==> src/rtl/spif_pkg.sv <==
package spif_pkg;

    localparam int MODE_W = 7;

    // Packing order matches the mode word bit positions (bit6 first).
    typedef struct packed {
        logic cs_en;
        logic no_clk;
        logic lsb_first;
        logic cpha;
        logic cpol;
        logic tx_only;
        logic rx_only;
    } mode_t;

    typedef enum logic [1:0] {
        ST_IDLE  = 2'd0,
        ST_SHIFT = 2'd1,
        ST_GAP   = 2'd2
    } eng_state_t;

    // Position in the data word of the i-th bit on the wire.
    function automatic int unsigned lane(input int unsigned i, input logic lsb,
                                         input int unsigned w);
        return lsb ? i : (w - 1 - i);
    endfunction

endpackage

==> src/rtl/spif_cfg.sv <==
module spif_cfg
    import spif_pkg::*;
(
    input  logic              clk,
    input  logic              rst,
    input  logic              cfg_wr,
    input  logic [MODE_W-1:0] cfg_data,
    input  logic              idle,
    output mode_t             mode,
    output logic              bus_en,
    output logic              cfg_ready
);
    assign cfg_ready = idle;

    always_ff @(posedge clk) begin
        if (rst) begin
            mode   <= '0;
            bus_en <= 1'b0;
        end else if (cfg_wr && idle) begin
            mode   <= mode_t'(cfg_data);
            bus_en <= 1'b1;
        end
    end
endmodule

==> src/rtl/spif_seq.sv <==
module spif_seq
    import spif_pkg::*;
#(
    parameter int  DATA_W    = 8,
    parameter int  GAP_TICKS = 2,
    localparam int EDGES     = 2 * DATA_W,
    localparam int EC_W      = $clog2(EDGES),
    localparam int BI_W      = EC_W - 1,
    localparam int GC_W      = (GAP_TICKS > 1) ? $clog2(GAP_TICKS) : 1
) (
    input  logic            clk,
    input  logic            rst,
    input  logic            tick,
    input  logic            start,
    output eng_state_t      state,
    output logic            phase,
    output logic            lead,
    output logic            trail,
    output logic            done,
    output logic [BI_W-1:0] bit_idx
);
    logic [EC_W-1:0] ec;
    logic [GC_W-1:0] gc;
    logic            shift_tick;

    assign shift_tick = (state == ST_SHIFT) && tick;
    assign lead       = shift_tick && !ec[0];
    assign trail      = shift_tick && ec[0];
    assign done       = shift_tick && (ec == EC_W'(EDGES - 1));
    assign bit_idx    = ec[EC_W-1:1];

    always_ff @(posedge clk) begin
        if (rst) begin
            state <= ST_IDLE;
            ec    <= '0;
            gc    <= '0;
            phase <= 1'b0;
        end else begin
            case (state)
                ST_IDLE: begin
                    if (start) begin
                        state <= ST_SHIFT;
                        ec    <= '0;
                        phase <= 1'b0;
                    end
                end
                ST_SHIFT: begin
                    if (tick) begin
                        phase <= ~phase;
                        if (ec == EC_W'(EDGES - 1)) begin
                            state <= ST_GAP;
                            gc    <= '0;
                        end else begin
                            ec <= ec + 1'b1;
                        end
                    end
                end
                ST_GAP: begin
                    if (tick) begin
                        if (gc == GC_W'(GAP_TICKS - 1)) state <= ST_IDLE;
                        else                            gc    <= gc + 1'b1;
                    end
                end
                default: state <= ST_IDLE;
            endcase
        end
    end
endmodule

==> src/rtl/spif_shift.sv <==
module spif_shift
    import spif_pkg::*;
#(
    parameter int  DATA_W = 8,
    localparam int BI_W   = $clog2(DATA_W)
) (
    input  logic              clk,
    input  logic              rst,
    input  mode_t             mode,
    input  logic              load,
    input  logic [DATA_W-1:0] tx_byte,
    input  logic              lead,
    input  logic              trail,
    input  logic              done,
    input  logic [BI_W-1:0]   bit_idx,
    input  logic              miso,
    output logic              mosi,
    output logic              rx_valid,
    output logic [DATA_W-1:0] rx_byte
);
    logic [DATA_W-1:0] tx_q;
    logic [DATA_W-1:0] rx_sh;
    logic [DATA_W-1:0] rx_next;
    logic [BI_W-1:0]   cur_pos;
    logic [BI_W-1:0]   nxt_pos;
    logic [BI_W-1:0]   first_pos;
    logic              sample;
    logic              rx_on;

    assign sample    = mode.cpha ? trail : lead;
    assign rx_on     = mode.rx_only || !mode.tx_only;
    assign cur_pos   = BI_W'(lane(32'(bit_idx), mode.lsb_first, DATA_W));
    assign nxt_pos   = BI_W'(lane(32'(bit_idx) + 1, mode.lsb_first, DATA_W));
    assign first_pos = BI_W'(lane(0, mode.lsb_first, DATA_W));

    always_comb begin
        rx_next = rx_sh;
        if (sample) rx_next[cur_pos] = miso;
    end

    always_ff @(posedge clk) begin
        if (rst) begin
            tx_q     <= '0;
            rx_sh    <= '0;
            rx_byte  <= '0;
            rx_valid <= 1'b0;
            mosi     <= 1'b0;
        end else begin
            rx_valid <= 1'b0;
            rx_sh    <= rx_next;
            if (load) begin
                tx_q  <= mode.rx_only ? '0 : tx_byte;
                mosi  <= mode.rx_only ? 1'b0 : tx_byte[first_pos];
                rx_sh <= '0;
            end else if (!mode.cpha && trail && !done) begin
                mosi <= tx_q[nxt_pos];
            end else if (mode.cpha && lead) begin
                mosi <= tx_q[cur_pos];
            end
            if (done) begin
                rx_byte  <= rx_next;
                rx_valid <= rx_on;
            end
        end
    end
endmodule

==> src/rtl/spi_flag_master.sv <==
module spi_flag_master
    import spif_pkg::*;
#(
    parameter int  DATA_W    = 8,
    parameter int  GAP_TICKS = 2,
    localparam int BI_W      = $clog2(DATA_W)
) (
    input  logic              clk,
    input  logic              rst,
    input  logic              tick,
    input  logic              cfg_wr,
    input  logic [6:0]        cfg_data,
    output logic              cfg_ready,
    input  logic              tx_valid,
    input  logic [DATA_W-1:0] tx_data,
    output logic              tx_ready,
    output logic              rx_valid,
    output logic [DATA_W-1:0] rx_data,
    input  logic              cs_sel,
    output logic              sclk,
    output logic              mosi,
    input  logic              miso,
    output logic              cs_n
);
    mode_t           mode;
    logic            bus_en;
    eng_state_t      state;
    logic            idle;
    logic            start;
    logic            phase;
    logic            lead;
    logic            trail;
    logic            done;
    logic [BI_W-1:0] bit_idx;

    assign idle     = (state == ST_IDLE);
    assign tx_ready = bus_en && idle && !cfg_wr;
    assign start    = tx_valid && tx_ready;
    assign sclk     = mode.no_clk ? mode.cpol : (mode.cpol ^ phase);
    assign cs_n     = ~(mode.cs_en & cs_sel);

    spif_cfg u_cfg (
        .clk       (clk),
        .rst       (rst),
        .cfg_wr    (cfg_wr),
        .cfg_data  (cfg_data),
        .idle      (idle),
        .mode      (mode),
        .bus_en    (bus_en),
        .cfg_ready (cfg_ready)
    );

    spif_seq #(.DATA_W(DATA_W), .GAP_TICKS(GAP_TICKS)) u_seq (
        .clk     (clk),
        .rst     (rst),
        .tick    (tick),
        .start   (start),
        .state   (state),
        .phase   (phase),
        .lead    (lead),
        .trail   (trail),
        .done    (done),
        .bit_idx (bit_idx)
    );

    spif_shift #(.DATA_W(DATA_W)) u_shift (
        .clk      (clk),
        .rst      (rst),
        .mode     (mode),
        .load     (start),
        .tx_byte  (tx_data),
        .lead     (lead),
        .trail    (trail),
        .done     (done),
        .bit_idx  (bit_idx),
        .miso     (miso),
        .mosi     (mosi),
        .rx_valid (rx_valid),
        .rx_byte  (rx_data)
    );
endmodule

==> config.mk <==
export PLATFORM = sky130hd
export DESIGN_NAME = spi_flag_master
export DESIGN_NICKNAME = d
export VERILOG_FILES = /design/src/rtl/spif_pkg.sv /design/src/rtl/spif_cfg.sv /design/src/rtl/spif_seq.sv /design/src/rtl/spif_shift.sv /design/src/rtl/spi_flag_master.sv
export SDC_FILE = /design/constraint.sdc
export NUM_CORES = 1
export LEC_CHECK = 0
export ABC_AREA = 1
export BUFFER_PORTS_ARGS = -buffer_cell sky130_fd_sc_hd__buf_2
export CELL_PAD_IN_SITES_DETAIL_PLACEMENT = 0
export CELL_PAD_IN_SITES_GLOBAL_PLACEMENT = 1
export CORE_ASPECT_RATIO = 0.8
export CORE_MARGIN = 2
export CORE_UTILIZATION = 31
export DETAILED_ROUTE_END_ITERATION = 10
export PLACE_DENSITY_LB_ADDON = 0.1
export SLEW_MARGIN = 40
export SYNTH_ARGS = -nofsm -noshare
export SYNTH_HDL_FRONTEND = slang
export SYNTH_HIERARCHICAL = 1
export SYNTH_SLANG_ARGS = --single-unit
==> constraint.sdc <==
create_clock -name clk -period 1.63 [get_ports clk]
set_input_delay 0.0815 -clock clk [delete_from_list [all_inputs] [get_ports clk]]
set_output_delay 0.0815 -clock clk [all_outputs]
set_load 0.03 [all_outputs]
==> results of run 1 <==
[worst max-delay path, cell delays in order (launching register included)]
cell     delay, ps
dfxtp_4        370
inv_2           80
nand3_4         80
nor2_2         110
inv_1           70
nand2_2         70
o21ai_4         80
nor2_4         170
nand2_1         90
mux2i_1        220
a21oi_1         90
[what timing repair did]
item | 4_1_cts | 5_1_grt
hold endpoints to repair | 8 | 0
pin swaps | 0 | 4
setup endpoints to repair | 4 | 17
cloned | 0 | 0
hold buffers | 8 | 0
gates resized for setup | 1 | 28
[kinds of logic (layout without fill, tap and decap cells)]
kind of cell	after synthesis	in the layout	share of synthesized area [%]
and+or+nand+nor	160	160	33.84
muxes	8	8	3.715
AOI/OAI and AO/OA	40	40	9.402
adders and majority gates	2	2	1.161
buffers and inverters	54	108	10.91
xor gates and xnor gates	4	4	1.974
DFF	42	42	39.00
[layout by cell type (no fill, tap or decap), drive strengths merged]
master / Yosys / final
or2: 1 / 1
buf: 6 / 49
clkbuf: 5 / 5
clkinv: 1 / 2
ha: 2 / 2
xnor2: 2 / 2
nand4: 2 / 2
nor2: 44 / 44
o21a: 1 / 1
a21oi: 17 / 17
o21ai: 22 / 22
dfxtp: 42 / 42
dlygate4sd3: 0 / 8
mux2i: 8 / 8
nand3b: 1 / 1
nand3: 39 / 39
inv: 42 / 43
nand2: 72 / 72
clkinvlp: 0 / 1
xor2: 2 / 2
nor3: 1 / 1
[registers in the layout (all words and copies together), names as in the netlist]
name,flops
u_cfg/mode,7
u_seq/phase,1
u_seq/ec,4
u_shift/tx_q,8
u_seq/gc,1
u_cfg/bus_en,1
u_seq/state,2
u_shift/mosi,1
u_shift/rx_sh,8
u_shift/rx_valid,1
u_shift/rx_byte,8
[routing by layer]
layer	wire length, um	vias to the layer above
met5	0	-
met4	44	0
met3	192	4
met2	2033	33
met1	2889	860
li1	-	1080
[through the flow]
| step | setup slack (ps) | util, % | instances | TNS (ps) |
|---|---|---|---|---|
| after floorplan | 29.09 | - | 310 | 0 |
| after global placement | -35.28 | 36.43 | 435 | -128.2 |
| after detailed placement | -12.15 | 36.43 | 435 | -15.72 |
| after CTS | 3.920 | 39.00 | 451 | 0 |
| after global routing | -13.46 | 40.43 | 451 | -40.83 |
| final | 96.56 | 40.43 | 451 | 0 |
[worst max-delay path by stage]
stage,endpoint,slack [ps],depth (start not counted)
floorplan,u_shift/mosi,30,10
global placement,u_shift/rx_byte[6],-40,9
detailed placement,u_shift/rx_byte[0],-10,9
CTS,u_shift/rx_byte[2],4,8
global route,u_shift/rx_byte[0],-10,10
finish,u_shift/rx_byte[0],100,10
[report_power, final]
part	switching, mW	internal (mW)	leakage (nW)
clock	0.412	0.310	0.0447
sequential	0.0255	1.05	0.344
combinational	0.220	0.144	0.890
total	0.657	1.51	1.28
[area by class of cell]
cell class / instances / area share, %
Tap cell: 87 / 3.946
Clock buffer: 5 / 2.494
Sequential cell: 42 / 30.88
Timing Repair Buffer: 57 / 13.65
Multi-Input combinational cell: 214 / 42.18
Inverter: 43 / 5.941
Clock inverter: 3 / 0.9070
==> summary.txt, run 1 <==
Min path
  • HP Class: input pin to flip-flop
  • Min-delay src: tx_data[1]
  • Worst-case hold path end point: u_shift/tx_q[1]
  • Worst Hold Depth: 3

Global routing
  • Vias in the first global route: roughly 1.9k
  • GR Layer Usage met2: 20.97%
  • Pin count of the biggest net entering global routing: 19
  • First-pass GRT wire length: around 9000 um
  • GRT overflow: 0
  • Met1 usage: between 20% and 30%
  • Initial antenna violation count: 0
  • GRT Total Usage: approximately 14%
  • Most Used Layer, Global Route: met1
  • GR Util met3: 3.918%

Die
  • Core Rows: 27
  • Area of the die: 7642 sq um
  • Io pins: 36
  • Die Height: ~80 um
  • Die Wd: between 90 and 100 um
  • Core area: just under 7000 sq um
  • Initial core utilization: 31.59%

Logic synthesis
  • Post-synth EDFFs: 0
  • Synth top area cells: dfxtp_1 (39%), nand2_1 (11%), nand3_1 (8.8%)
  • Primary FF master, synth: dfxtp_1
  • Seq/Total Area, Yosys: approximately 39%
  • #FFs+latches synth: 42
  • Post-Syn Nets: around 330
  • Synth Area per Inst: around 7.0 sq um
  • Distinct cells, synth: 29
  • Most frequent cell after synthesis: nand2_1
  • Yosys top cell by area: dfxtp_1
  • Synth async-reset ratio: 0%
  • Yosys top cell area share: 39.00%
  • Commonest cells post-synth: nand2_1 (63), dfxtp_1 (42), inv_1 (40)
  • Cell count after synthesis: 310
  • Synth Cell Area: ~2200 sq um
  • Yosys warns: 6

Clocking
  • Clock Tree Buf Depth: 2
  • Clk_lat worst skew: 310 ps
  • CTS tree: built
  • H-Tree Level Count: 2
  • Num CTS Buffers: 5
  • Root Driver: clkbuf_8
  • Post-CTS setup buffer count: 0
  • CTS clk-pin slew, worst paths: approximately 100 ps
  • CTS sink cnt: 42

Critical path
  • CP arrival: roughly 1700 ps
  • Reg2Reg Depth: 10
  • Max FO, Critical Path: 4
  • Worst reg2reg startpoint: u_seq/state[1]
  • Flop2flop setup slack: 100 ps
  • Setup crit end kind: flip-flop
  • Critical path required time: approximately 1800 ps
  • WS Path Type: flip-flop to flip-flop
  • Worst Setup SP: u_seq/state[1]
  • Critical Path Start Type: flip-flop
  • Reg-to-reg endpoint: u_shift/rx_byte[0]

Routing
  • Drt via density: approximately 4.4
  • DR iter-0 viols: 67
  • Post-Route WL: 5159 um
  • Routed length per instance: between 10 and 15 um
  • Vias after detailed routing: approximately 2.0k
  • TritonRoute pass-1 iters: 4
  • # DRC: 0
  • Antenna viol nets, final: 0

Timing
  • Hold Fails Final Rpt: 0
  • Tcrit/Tclk final: 94.08%
  • Slew HR: approximately four fifths
  • Fin. max-slew vios: 0
  • Hold WS: between 1 and 1.5 ps
  • Minimum clock period: roughly 1500 ps
  • Worst-margin pin slew: just under 300 ps
  • Skew final: about 11 ps
  • Final setup violation count: 0
  • Max frequency: about 650 MHz
  • RSZ-0062 raised after global routing: true

Final layout
  • Finished layout cell area: 2759 sq um
  • Fill cell count: around 730
  • Multi-input gate area: around 1200 sq um
  • Layout area overhead: 27.97%
  • ANT cells: 0
  • Share of layout cells above drive strength 1: around 27%
  • Register area: ~850 sq um
  • Nets@finish: 387

Job
  • Max-Cap Viols: 0

Placement
  • Port bufs: 35
  • Final GP Congestion: around 0.8
  • Placed instance area: around 2500 sq um
  • HPWL after detailed placement: between 3000 and 4000 um

Power and ir drop
  • PD cells: 784.4 nW/um^2
  • Pwr Total: roughly 2.2 mW
  • Leak: approximately 1.3 nW
  • Maximum VDD drop: around 0.00042 V

Outcome
  • Status: completed
No activity file was read; power rests on OpenSTA's default activity.
==> inputs of run 2 (changes only) <==
--- a/config.mk
+++ b/config.mk
@@ -10,11 +10,11 @@
 export CELL_PAD_IN_SITES_DETAIL_PLACEMENT = 0
 export CELL_PAD_IN_SITES_GLOBAL_PLACEMENT = 1
 export CORE_ASPECT_RATIO = 0.8
-export CORE_MARGIN = 2
 export CORE_UTILIZATION = 31
 export DETAILED_ROUTE_END_ITERATION = 10
 export PLACE_DENSITY_LB_ADDON = 0.1
-export SLEW_MARGIN = 40
+export SKIP_CTS_REPAIR_TIMING = 1
+export SLEW_MARGIN = 10
 export SYNTH_ARGS = -nofsm -noshare
 export SYNTH_HDL_FRONTEND = slang
 export SYNTH_HIERARCHICAL = 1
==> summary.txt, run 2 (synthesis results as in run 1) <==
Outcome
  • Status: completed

Global routing
  • Pin count of the biggest net entering global routing: 19 (unchanged)
  • GRT Total Usage: 15.39% (+0.90 points)
  • First-pass GRT wire length: 8818 um (-0.70%)
  • GRT overflow: 0 (unchanged)
  • Initial antenna violation count: 0 (unchanged)
  • Vias in the first global route: 1824 (-2.3%)

Power and ir drop
  • Leak: 1.256 nW (-1.8%)
  • Combinational Power Share: 16.2% (-0.6 points)
  • Sequential share of power: 51.0% (+1.1 points)
  • Maximum VDD drop: 0.0003504 V (-17%)
  • Pint: 1.486 mW (-1.4%)
  • P_sw: 0.6292 mW (-4.2%)
  • Switching share of total power: 29.74% (-0.60 points)
  • PD cells: 789.0 nW/um^2 (+0.59%)
  • Clock power frac: 32.7% (-0.6 points)
  • Pwr Total: 2.116 mW (-2.2%)

Routing
  • Vias after detailed routing: 1979 (+0.10%)
  • Post-Route WL: 5130 um (-0.56%)
  • DR iter-0 viols: 87 (+30%)
  • TritonRoute pass-1 iters: 4 (unchanged)
  • Antenna viol nets, final: 0 (unchanged)
  • # DRC: 0 (unchanged)
  • Drt via density: 4.477 (+2.1%)
  • Routed length per instance: 11.61 um (+1.5%)

Timing
  • Final setup violation count: 0 (unchanged)
  • Hold Fails Final Rpt: 0 (unchanged)
  • Minimum clock period: 1511 ps (-22.74 ps)
  • Slew HR: 81.39% (+0.80 points)
  • Skew final: 6.444 ps (-4.806 ps)
  • Tcrit/Tclk final: 92.68% (-1.4 points)
  • Fin. max-slew vios: 0 (unchanged)
  • Worst-margin pin slew: 278.1 ps (-12.00 ps)
  • Max frequency: 661.9 MHz (+1.5%)
  • RSZ-0062 raised after global routing: true
  • Setup TNS: 0 ps (unchanged)

Critical path
  • Worst-path cell chain: buf_4 -> inv_1 -> nor2_2 -> inv_1 -> nand2_2 -> o21ai_4 -> nor2_4 -> nand2_2 -> mux2i_2 -> a21oi_1
  • CP max stage cell: dfxtp_2
  • Critical Path Start Type: flip-flop
  • CP arrival: 1690 ps (-40 ps)
  • Critical path required time: 1810 ps (-20 ps)
  • CP peak stage delay: 360 ps (about the same)
  • WS Path Type: flip-flop to flip-flop
  • Max FO, Critical Path: 6 (+2)
  • Setup crit end kind: flip-flop

Final layout
  • Largest regs: u_shift/rx_byte (8), u_shift/rx_sh (8), u_shift/tx_q (8)
  • Non-Filler Instances: 442 (-2.0%)
  • Most frequent cells in the layout: nand2_1 (61), inv_1 (39), nand3_1 (38), dfxtp_1 (37)
  • Layout area overhead: 24.38%
  • Share of layout cells above drive strength 1: 26.54% (-0.94 points)
  • ANT cells: 0 (unchanged)
  • Final core occ: 41.01% (+0.58 points)
  • Commonest non-fill, non-tap cell in the layout: nand2_1
  • Nets@finish: 381 (-1.6%)

Clocking
  • Clk_lat worst skew: 300 ps (about the same)
  • H-Tree Level Count: 2 (unchanged)
  • Clock Tree Buf Depth: 2 (unchanged)
  • CTS tree: built
  • CTS clk-pin slew, worst paths: 80 ps (-20 ps)
  • Root Driver: clkbuf_8
  • CTS sink cnt: 42 (unchanged)
  • Num CTS Buffers: 5 (unchanged)

Die
  • Core area: 6539 sq um (-4.2%)
  • Die Wd: 95.24 um (-2.1%)
  • Core Rows: 26 (-3.7%)
  • Initial core utilization: 32.97% (+1.4 points)
  • Die Height: 76.59 um (-2.5%)
  • Io pins: 36 (unchanged)
  • Area of the die: 7294 sq um (-4.5%)

Job
  • Max-Cap Viols: 0 (unchanged)

Placement
  • Port bufs: 35 (unchanged)
  • HPWL after detailed placement: 3696 um (-0.62%)
  • Inst Count DP: 433 (-0.46%)
  • Final GP Congestion: 0.8066 (+1.5%)

Min path
  • HP Class: input pin to flip-flop
run 2: layer usage:
metal	share of wire [%]	vias to the layer above	GRT usage (%)
li1	-	1072	-
met1	57	867	23.90
met2	39	38	20.93
met3	4.3	2	3.493
met4	0.41	0	3.636
met5	0	-	0
run 2: critical path: cells and delay by family (launching register included):
family,cells,cell delay (ps)
AND/OR/NAND/NOR,4,380
flip-flops,1,360
buffers and inverters,3,260
multiplexers,1,230
AO/OA/AOI/OAI,2,180
run 2: path summary, 6_finish.rpt:
kind	from	end	slack, ps	cells after the start
max	u_seq/ec[0]	u_shift/rx_byte[1]	120	10
min	cfg_data[1]	u_cfg/mode[1]	3	3
max reg2reg	u_seq/ec[0]	u_shift/rx_byte[1]	120	10
min reg2reg	u_cfg/mode[1]	u_shift/rx_valid	430	1
run 2: final cells by class:
class | count | area (sq um)
clock inverter | 3 | 21.27
fill | 713 | 3857
clock buffer | 5 | 68.82
sequential | 42 | 849.6
timing repair buffer | 51 | 317.8
inverter | 43 | 163.9
tap | 84 | 105.1
multi-input combinational | 214 | 1155
run 2: per-stage QoR:
stage	hold slack (ps)	cell area, sq um	setup slack [ps]
6_report	3.413	2681	119.3
3_5_place_dp	308.3	2490	-17.78
2_1_floorplan	150.6	2158	29.09
3_3_place_gp	306.8	2490	-3.405
5_1_grt	10.83	2681	-3.811
4_1_cts	-5.199	2580	-22.84
run 2: power groups by stage:
stage	Sequential (mW)	Clock, mW	Combinational, mW
detailed placement	1.10	0	0.331
CTS	1.08	0.733	0.334
finish	1.08	0.692	0.344
global route	1.09	0.776	0.393
global placement	1.10	0	0.335
floorplan	1.10	0	0.229
==> inputs of run 3 (changes only) <==
--- a/config.mk
+++ b/config.mk
@@ -12,7 +12,7 @@
 export CORE_ASPECT_RATIO = 0.8
 export CORE_UTILIZATION = 31
 export DETAILED_ROUTE_END_ITERATION = 10
-export PLACE_DENSITY_LB_ADDON = 0.1
+export PLACE_DENSITY = 0.7
 export SKIP_CTS_REPAIR_TIMING = 1
 export SLEW_MARGIN = 10
 export SYNTH_ARGS = -nofsm -noshare
==> summary.txt, run 3 (synthesis results as in run 1) <==
Outcome
  • Status: completed

Routing
  • TritonRoute pass-1 iters: 4 (unchanged)
  • Antenna viol nets, final: 0 (unchanged)
  • Vias after detailed routing: 2021 (+2.1%)
  • Routed length per instance: 11.45 um (-1.3%)
  • DR iter-0 viols: 106 (+22%)
  • # DRC: 0 (unchanged)
  • Drt via density: 4.542 (+1.4%)
  • Post-Route WL: 5096 um (-0.66%)

Clocking
  • Clk_lat worst skew: 290 ps (about the same)
  • Clock Tree Buf Depth: 2 (unchanged)
  • Root Driver: clkbuf_8
  • CTS clk-pin slew, worst paths: 80 ps (about the same)
  • Num CTS Buffers: 5 (unchanged)
  • CTS sink cnt: 42 (unchanged)
  • H-Tree Level Count: 2 (unchanged)
  • CTS tree: built

Timing
  • Worst-margin pin slew: 275.4 ps (-2.742 ps)
  • Slew HR: 81.58% (+0.18 points)
  • Skew final: 5.373 ps (-1.070 ps)
  • RSZ-0062 raised after global routing: true
  • Tcrit/Tclk final: 98.99% (+6.3 points)
  • Setup TNS: 0 ps (unchanged)
  • Hold Fails Final Rpt: 0 (unchanged)
  • Max frequency: 619.8 MHz (-6.4%)
  • Fin. max-slew vios: 0 (unchanged)
  • Final setup violation count: 0 (unchanged)
  • Minimum clock period: 1613 ps (+102.8 ps)

Final layout
  • ANT cells: 0 (unchanged)
  • Largest regs: u_shift/rx_byte (8), u_shift/rx_sh (8), u_shift/tx_q (8)
  • Layout area overhead: 25.65%
  • Non-Filler Instances: 445 (+0.68%)
  • Commonest non-fill, non-tap cell in the layout: nand2_1
  • Nets@finish: 384 (+0.79%)
  • Most frequent cells in the layout: nand2_1 (57), inv_1 (38), nand3_1 (38), dfxtp_1 (38)
  • Share of layout cells above drive strength 1: 28.53% (+2.0 points)

Global routing
  • Initial antenna violation count: 0 (unchanged)
  • Pin count of the biggest net entering global routing: 19 (unchanged)
  • GR Layer Usage met2: 21.79% (+0.86 points)
  • First-pass GRT wire length: 8514 um (-3.4%)
  • GRT overflow: 0 (unchanged)
  • GR Util met3: 3.393% (-0.10 points)
  • Met1 usage: 21.86% (-2.0 points)
  • GRT Total Usage: 14.85% (-0.54 points)
  • Most Used Layer, Global Route: met1
  • Vias in the first global route: 1831 (+0.38%)

Critical path
  • WS Path Type: flip-flop to flip-flop
  • Max FO, Critical Path: 4 (-2)
  • CP arrival: 1790 ps (+100 ps)
  • Buffers & Inverters on Critical Path: 3 (unchanged)
  • CP top delay family: simple AND/OR/NAND/NOR gates
  • Critical Path Start Type: flip-flop
  • CP max stage cell: dfxtp_2
  • Setup crit end kind: flip-flop
  • CP peak stage delay: 340 ps (-20 ps)
  • Critical path required time: 1810 ps (about the same)
  • Worst-path cell chain: inv_2 -> nand3_4 -> nor2_4 -> inv_2 -> nand2_1 -> o21ai_1 -> buf_4 -> nor2_4 -> nand2_1 -> mux2i_2 -> a21oi_1

Power and ir drop
  • Pwr Total: 2.258 mW (+6.7%)
  • PD cells: 833.7 nW/um^2 (+5.7%)
  • Maximum VDD drop: 0.0003662 V (+4.5%)
  • Leak: 1.251 nW (-0.37%)

Die
  • Die Height: 76.59 um (unchanged)
  • Die Wd: 95.24 um (unchanged)
  • Core Rows: 26 (unchanged)
  • Io pins: 36 (unchanged)
  • Core area: 6539 sq um (unchanged)
  • Area of the die: 7294 sq um (unchanged)
  • Initial core utilization: 32.97% (unchanged)

Job
  • Max-Cap Viols: 0 (unchanged)

Placement
  • Inst Count DP: 434 (+0.23%)
  • HPWL after detailed placement: 3647 um (-1.3%)
  • Final GP Congestion: 0.8028 (-0.47%)
  • Port bufs: 35 (unchanged)

Min path
  • HP Class: input pin to flip-flop
[run 3: cell types whose count changed in the layout (fill, tap and decap cells not counted), sizes merged]
cell | before | now
buf | 50 | 54
bufinv | 0 | 1
clkbuf | 5 | 6
clkinv | 3 | 1
dlygate4sd3 | 1 | 0
[run 3: final cells by class]
class                      instances  area (sq um)
inverter                          43         163.9
fill                             691          3830
clock buffer                       6         72.57
sequential                        42         845.8
clock inverter                     2         37.54
multi-input combinational        214          1141
tap                               84         105.1
timing repair buffer              54         342.8
[run 3: path summary, 6_finish.rpt]
check / from / to / slack, ps / cells past startpoint
max: u_seq/state[1] / u_shift/rx_byte[0] / 20 / 11
max reg2reg: u_seq/state[1] / u_shift/rx_byte[0] / 20 / 11
min: cfg_data[6] / u_cfg/mode[6] / 7 / 3
min reg2reg: u_cfg/mode[1] / u_shift/rx_valid / 430 / 1
[run 3: per-stage QoR]
step,instance area [sq um],hold slack (ps),setup WS [ps],util (%)
finish,2709,6.529,16.53,41.43
global route,2709,5.129,-74.72,41.43
CTS,2620,-8.215,-28.20,40.07
detailed placement,2510,309.4,48.58,38.39
global placement,2510,307.2,40.72,38.39
floorplan,2158,150.6,29.09,-
[run 3: report_power, final]
part           internal, mW  leakage [nW]  switching (mW)
Clock                 0.457        0.0514           0.368
Sequential             1.06         0.343          0.0234
Combinational         0.133         0.857           0.220
[run 3: routing by layer]
metal,vias to the layer above,routed length [um]
met4,0,0
met3,0,196
met1,908,2688
met5,-,0
met2,36,2212
li1,1077,-
[run 3: tightest hold or removal path, delay by kind of cell]
kind          cells  cell delay, ps
buf+inv           1              70
simple gates      2             110
